### src/rtl/scsa_pkg.sv
package scsa_pkg;
  localparam int FAULT_IDX_W  = 10;
  localparam int NETS_PER_BIT = 5;
  localparam int K_S0   = 0;
  localparam int K_S1   = 1;
  localparam int K_C0   = 2;
  localparam int K_C1   = 3;
  localparam int K_PROP = 4;

  typedef struct packed {
    logic                   en;
    logic                   stuck;
    logic [FAULT_IDX_W-1:0] net;
  } faultCtl_t;

  function automatic logic inject(input logic v, input faultCtl_t fc, input int idx);
    return (fc.en && (int'(fc.net) == idx)) ? fc.stuck : v;
  endfunction
endpackage

### src/rtl/scsa_cell.sv
module scsa_cell (
  input  logic a,
  input  logic b,
  input  logic ci,
  output logic s,
  output logic co
);
  logic halfX;
  assign halfX = a ^ b;
  assign s     = halfX ^ ci;
  assign co    = halfX ? ci : b;
endmodule

### src/rtl/scsa_dual_chain.sv
module scsa_dual_chain
  import scsa_pkg::*;
#(
  parameter int WIDTH = 16
) (
  input  logic [WIDTH-1:0] opA,
  input  logic [WIDTH-1:0] opB,
  input  faultCtl_t        fc,
  output logic [WIDTH-1:0] sum0,
  output logic [WIDTH-1:0] sum1,
  output logic             cout0,
  output logic             cout1,
  output logic [WIDTH-1:0] expDiff,
  output logic             allProp
);
  logic [WIDTH:0] c0Net;
  logic [WIDTH:0] c1Net;
  logic [WIDTH:0] propPath;

  assign c0Net[0]    = 1'b0;
  assign c1Net[0]    = 1'b1;
  assign propPath[0] = 1'b1;

  for (genvar i = 0; i < WIDTH; i++) begin : g_bit
    localparam int BASE = NETS_PER_BIT * i;
    logic s0Raw, c0Raw, s1Raw, c1Raw;

    scsa_cell u_cellLo (.a(opA[i]), .b(opB[i]), .ci(c0Net[i]), .s(s0Raw), .co(c0Raw));
    scsa_cell u_cellHi (.a(opA[i]), .b(opB[i]), .ci(c1Net[i]), .s(s1Raw), .co(c1Raw));

    assign sum0[i]       = inject(s0Raw, fc, BASE + K_S0);
    assign sum1[i]       = inject(s1Raw, fc, BASE + K_S1);
    assign c0Net[i+1]    = inject(c0Raw, fc, BASE + K_C0);
    assign c1Net[i+1]    = inject(c1Raw, fc, BASE + K_C1);
    assign propPath[i+1] = inject(propPath[i] & (opA[i] ^ opB[i]), fc, BASE + K_PROP);
  end

  assign cout0   = c0Net[WIDTH];
  assign cout1   = c1Net[WIDTH];
  assign expDiff = propPath[WIDTH-1:0];
  assign allProp = propPath[WIDTH];
endmodule

### src/rtl/scsa_rail_cell.sv
module scsa_rail_cell (
  input  logic [1:0] pa,
  input  logic [1:0] pb,
  output logic [1:0] pz
);
  assign pz[0] = (pa[0] & pb[0]) | (pa[1] & pb[1]);
  assign pz[1] = (pa[0] & pb[1]) | (pa[1] & pb[0]);
endmodule

### src/rtl/scsa_rail_tree.sv
module scsa_rail_tree #(
  parameter int PAIRS = 17
) (
  input  logic [PAIRS-1:0] railHi,
  input  logic [PAIRS-1:0] railLo,
  output logic [1:0]       errPair
);
  localparam int LEAVES = 1 << $clog2(PAIRS);
  localparam int NODES  = 2 * LEAVES - 1;

  logic [1:0] node [NODES];

  for (genvar j = 0; j < LEAVES; j++) begin : g_leaf
    if (j < PAIRS) begin : g_real
      assign node[LEAVES-1+j] = {railHi[j], railLo[j]};
    end else begin : g_pad
      assign node[LEAVES-1+j] = 2'b01;
    end
  end

  for (genvar k = 0; k < LEAVES - 1; k++) begin : g_node
    scsa_rail_cell u_cell (.pa(node[2*k+1]), .pb(node[2*k+2]), .pz(node[k]));
  end

  assign errPair = node[0];
endmodule

### src/rtl/scsa_adder.sv
module scsa_adder
  import scsa_pkg::*;
#(
  parameter int WIDTH = 16
) (
  input  logic [WIDTH-1:0]       opA,
  input  logic [WIDTH-1:0]       opB,
  input  logic                   carryIn,
  input  logic                   faultEn,
  input  logic                   faultStuck,
  input  logic [FAULT_IDX_W-1:0] faultNet,
  output logic [WIDTH-1:0]       sum,
  output logic                   carryOut,
  output logic [1:0]             errPair
);
  localparam int PAIRS = WIDTH + 1;

  faultCtl_t        fc;
  logic [WIDTH-1:0] sum0, sum1, expDiff;
  logic             cout0, cout1, allProp;
  logic [PAIRS-1:0] railHi, railLo;

  assign fc = '{en: faultEn, stuck: faultStuck, net: faultNet};

  scsa_dual_chain #(.WIDTH(WIDTH)) u_chain (
    .opA(opA), .opB(opB), .fc(fc),
    .sum0(sum0), .sum1(sum1), .cout0(cout0), .cout1(cout1),
    .expDiff(expDiff), .allProp(allProp)
  );

  assign sum      = carryIn ? sum1 : sum0;
  assign carryOut = carryIn ? cout1 : cout0;

  assign railHi = {cout1 ^ cout0, sum1 ^ sum0};
  assign railLo = {~allProp, ~expDiff};

  scsa_rail_tree #(.PAIRS(PAIRS)) u_tree (
    .railHi(railHi), .railLo(railLo), .errPair(errPair)
  );
endmodule

### config.mk
export PLATFORM = sky130hd
export DESIGN_NAME = scsa_adder
export DESIGN_NICKNAME = d
export VERILOG_FILES = /design/src/rtl/scsa_pkg.sv /design/src/rtl/scsa_cell.sv /design/src/rtl/scsa_dual_chain.sv /design/src/rtl/scsa_rail_cell.sv /design/src/rtl/scsa_rail_tree.sv /design/src/rtl/scsa_adder.sv
export SDC_FILE = /design/constraint.sdc
export NUM_CORES = 1
export LEC_CHECK = 0
export ABC_AREA = 1
export CORE_MARGIN = 5
export CORE_UTILIZATION = 55
export DETAILED_ROUTE_END_ITERATION = 8
export DONT_BUFFER_PORTS = 1
export PLACE_DENSITY = 0.79
export SLEW_MARGIN = 20
export SYNTH_ARGS = -nofsm -noshare
export SYNTH_HDL_FRONTEND = slang
export SYNTH_SLANG_ARGS = --single-unit
export TNS_END_PERCENT = 100
### constraint.sdc
create_clock -name vclk -period 3.04
set_input_delay 0 -clock vclk [all_inputs]
set_output_delay 0 -clock vclk [all_outputs]
set_load 0.03 [all_outputs]
Yosys cells after proc, flatten, opt, wreduce, memory -nomap -nowiden
Index checks and enable logic that the tools add are counted.

Add/subtract/negate cells: 0. Multipliers: 0. Div/mod/pow operators: 0. $lt $le $gt $ge: 0. Equality and inequality tests: 79. Shift-type cells: 0. Mux-type cells: 114. Bitwise gates (word level): 162. Reduce and logical (&&, ||, !) cells: 81.

Operators by type and width (number): 10-bit by 7-bit equality test with 1-bit output (second input constant) (32); 10-bit by 6-bit equality test with 1-bit output (second input constant) (16); 10-bit by 8-bit equality test with 1-bit output (second input constant) (16); 1-bit two-way mux (113); 10-bit by 5-bit equality test with 1-bit output (second input constant) (8); 1-bit logical AND (80); 1-bit AND (79); 1-bit bitwise XOR (47); 10-bit by 4-bit equality test with 1-bit output (second input constant) (4); 1-bit bitwise OR (32); 10-bit by 3-bit equality test with 1-bit output (second input constant) (2); 16-bit two-way mux (1); 16-bit inverter (1); 16-bit bitwise XOR (1); 10-bit by 2-bit equality test with 1-bit output (second input constant) (1); 10-bit logical NOT (1); 1-bit inverter (2).

Register bits: 0. Bits in latches: 0. RAM bits: 0. Bits in read-only memories: 0. Input port bits: 45. Output and inout port bits: 19. Word-level logic and storage cells: 436. Memories kept: 0.

Logic depth before layout (Yosys ltp)
Depth in word-level cells: 44. Depth in mapped cells: 49. Gate-level depth less buffers: 49.

By module
A second synthesis with hierarchy kept.

Cell total of the unflattened synthesis: 1065. Area, all modules: 4839.6 µm².

By module, submodules not included: scsa_dual_chain (times used 1, cells each 400, area each 1974.4 µm², sequential area each 0.0 µm²); scsa_cell (times used 32, cells each 10, area each 46.3 µm², sequential area each 0.0 µm²); scsa_rail_cell (times used 31, cells each 6, area each 22.5 µm², sequential area each 0.0 µm²); scsa_adder (times used 1, cells each 157, area each 678.2 µm², sequential area each 0.0 µm²); scsa_rail_tree (times used 1, cells each 2, area each 7.5 µm², sequential area each 0.0 µm²).

Worst setup path before layout
Ideal clock, no wire load.

Path type: input to output. Start: in faultNet[7]. End: out errPair[0]. Data arrival time: 3478 ps. Data required time: 3040 ps. Path slack: -438 ps. Stages on the path: 49. Buffers on the path: 0. Cell sequence: nor2_1 > nand2_2 > nor2_8 > nand2_4 > nand2_2 > nand3_2 > nand2_2 > nand3_2 > nand2_2 > nand3_2 > nand2_2 > nand3_2 > nand2_2 > nand3_2 > nand2_2 > nand3_2 > nand2_2 > nand3_2 > (+13 left out) > nand3_2 > nand2_2 > nand2_1 > nand2_2 > nand2_1 > nand2_1 > nand2_1 > nand2_2 > nand3_1 > nand2_1 > nand2_1 > nand2_1 > nand2_1 > nand2_1 > nand2_1 > nand2_1 > nand2_1 > nand2_1.

Longest elaborated chain between the ends: 44. Elaborated cells between the ends (all ways): 412. Classes of those cells: eq/ne: 79; mux: 110; bitwise: 142; reduce/logical: 81.

Ends and longest elaborated chain: from (decl) (RTL line scsa_adder.sv:11) `input logic [FAULT_IDX_W-1:0] faultNet,`; 10-bit by 3-bit equality test with 1-bit output (RTL line scsa_pkg.sv:17) `return (fc.en && (int'(fc.net) == idx)) ? fc.stuck : v;`; 1-bit logical AND (RTL line scsa_pkg.sv:17); 1-bit two-way mux (RTL line scsa_pkg.sv:17); 1-bit two-way mux (RTL line scsa_cell.sv:11) `assign co = halfX ? ci : b;`; 1-bit two-way mux (RTL line scsa_pkg.sv:17); 1-bit two-way mux (RTL line scsa_cell.sv:11); 1-bit two-way mux (RTL line scsa_pkg.sv:17); 1-bit two-way mux (RTL line scsa_cell.sv:11); (+28 left out); 1-bit AND, on equally long branches (RTL line scsa_rail_cell.sv:6, scsa_rail_cell.sv:7); 1-bit bitwise OR, on equally long branches (RTL line scsa_rail_cell.sv:6, scsa_rail_cell.sv:7); 1-bit AND, on equally long branches (RTL line scsa_rail_cell.sv:6, scsa_rail_cell.sv:7); 1-bit bitwise OR, on equally long branches (RTL line scsa_rail_cell.sv:6, scsa_rail_cell.sv:7); 1-bit AND, on equally long branches (RTL line scsa_rail_cell.sv:6, scsa_rail_cell.sv:7); 1-bit bitwise OR, on equally long branches (RTL line scsa_rail_cell.sv:6, scsa_rail_cell.sv:7); 1-bit AND (RTL line scsa_rail_cell.sv:6) `assign pz[0] = (pa[0] & pb[0]) | (pa[1] & pb[1]);`; 1-bit bitwise OR (*) (RTL line scsa_rail_cell.sv:6); to (decl) (RTL line scsa_adder.sv:14) `output logic [1:0] errPair`.

Mark *: on every way between the ends. The rest lies on a longest branch, timed or not.

Final worst setup path
Start: in faultNet[3]. End: out errPair[0].

Same word-level chain as after synthesis.

==> impl_metrics.json <==
{
  "ir_worst_vdd_mv": 0.208,
  "vias": 5739,
  "hpwlAfterDp_um": 10300,
  "dr.pass1.iters": 9,
  "fin_hold_ws_ns": 0.174,
  "dieArea_um2": 8020,
  "required_ns": 3.04,
  "wl_per_cell_um": 19.1,
  "min_from": "carryIn",
  "postPlaceCellArea_um2": 4340,
  "fin_ws_ns": -1.43,
  "synthTopCellsByCount": "239 x nand2_1, 83 x inv_1, 66 x nor2_1",
  "avgSynthCellArea_um2": 5.12,
  "pre_cts_ws_ns": -0.897,
  "power_density_nw_per_um2": 229,
  "grt-ovfl-total": 0,
  "met1_length_um": 5640,
  "finalInstanceArea_um2": 5030,
  "syn-num-nets": 727,
  "regArea_um2": 0,
  "start_kind": "input port",
  "synthCells": 680,
  "die_w_um": 89.6,
  "path_class": "in2out",
  "antenna_found_initial": 0,
  "final_cells": 918,
  "grt_pass1_wl_um": 24000,
  "netlist_area_um2": 3480,
  "yosys.area.top_type_share_pct": 25.8,
  "post-route-util_pct": 80.6,
  "status": "finished, violations left",
  "period_minus_slack_ns": 4.47,
  "crit_top_cell": "nand2_2",
  "setup.worst_path.end": "errPair[0]",
  "slew_headroom_pct": 36.8,
  "setup_violations": 11,
  "yosysSeqAreaShare_pct": 0,
  "hold_viol_final": 0,
  "synthTopCellsByArea": "nand2_1 26%, inv_1 8.9%, nand3_2 8.0%",
  "seq_cell_count": 0,
  "endpoint_kind": "output port",
  "p_leak_uw": 0.00271,
  "rsz0062_at_grt": "true",
  "nClkBuffers": 0,
  "fmax_mhz": 224,
  "fin_crit_sh_pct": 147,
  "diodes": 0,
  "core_um2": 6240,
  "avgViaCountPerCell": 6.25,
  "drv_cap": 0,
  "cp_max_fo": 4,
  "drt-total-wl_um": 17500,
  "grtUsageTotal_pct": 37.5,
  "grt_start_max_net_pins": 54,
  "cpPeakStageDelay_ns": 0.27,
  "cpMaxStageDelayCell": "nand3_1",
  "route.met3.wl_um": 2240,
  "gp_congestion": 0.990,
  "cp.depth": 48,
  "rows": 29,
  "floorplan.initialDensity_pct": 55.8,
  "n_fill_cell": 436,
  "dpl.cell_count": 856,
  "drtAntennaViolNets": 0,
  "synth_cell_type_count": 43,
  "first_iter_violations": 750,
  "wl_met2_um": 7800,
  "startpoint": "faultNet[3]",
  "hold_class": "in2out",
  "top_layer_used": "met4",
  "yosys.area.top_type": "nand2_1",
  "worst_pin_slew_ns": 0.938,
  "synth.most_common_cell": "nand2_1",
  "cp_top_family": "simple AND/OR/NAND/NOR gates",
  "cp.arrival_ns": 4.47,
  "grt_pass1_vias": 5293,
  "io_buffers": 0,
  "worst-path-buf-inv": 1,
  "synth_warnings": 0,
  "drive_gt1_share_pct": 38.4,
  "dieHeight_um": 89.6,
  "syn_to_final_growth_pct": 44.5,
  "cts_hold_buffers": 0,
  "violations": "DRC, setup timing",
  "min_path_cells": 2,
  "slew_violations": 0,
  "drcViolationCount": 3,
  "finalNetCount": 890,
  "io_pins": 64
}
-- how the worst min path moves through the flow --
stage                    end
global route          sum[2]
floorplan             sum[6]
global placement    carryOut
CTS                  sum[12]
finish                sum[2]
detailed placement  carryOut
-- where the power goes --
part / internal, µW / switching, µW / total, µW / leakage [µW]
sequential: 0 / 0 / 0 / 0
clock: 0 / 0 / 0 / 0
combinational: 472 / 679 / 1150 / 0.00271
total: 472 / 679 / 1150 / 0.00271
-- timing repair --
item | in CTS | in global routing
pin swaps | 8 | 33
gates resized for setup | 19 | 40
setup endpoints to repair | 7 | 12
buffers inserted | 55 | 11
-- per-stage QoR --
step                      TNS, ns  power, µW
after floorplan            -0.738        642
after CTS                   -3.17       1000
after global placement      -2.38        843
final                       -7.65       1150
after global routing       -10.68       1220
after detailed placement    -3.17        871
-- kinds of logic after synthesis --
family	count (synthesis)	synth area share (%)
mux	4	1.15
simple gates	437	59.4
compound gates	110	19.2
buf+inv	109	15.0
fa+ha+maj	2	0.719
xor+xnor	18	4.53
-- metal layers --
metal / global-route usage, % / up-vias
met5: 0 / -
met4: 27.1 / 0
met3: 6.11 / 194
met2: 65.0 / 533
met1: 41.0 / 2504
li1: - / 2508
-- cell type report --
type	instances	area, µm²	share of cell area, %
Inverter	92	353	7.01
Multi-Input combinational cell	571	3230	64.2
Tap cell	77	96.3	1.91
Timing Repair Buffer	178	1350	26.9
-- cell usage in the layout, fill, tap and decap left out, drive strengths merged, types with 2 or more instances in the layout --
cell   netlist  layout
buf          4     178
nor3         9       9
o21a         3       3
ha           2       2
nor4         4       4
mux2i        4       4
o22ai       18      18
nor2        74      74
a21oi       25      25
xnor2        3       3
a22o         8       8
xor2        15      15
inv         92      92
nand2      276     276
o32ai        2       2
o21ai       48      48
nand3       72      72
Note: power is estimated with default switching activity, not from simulation.
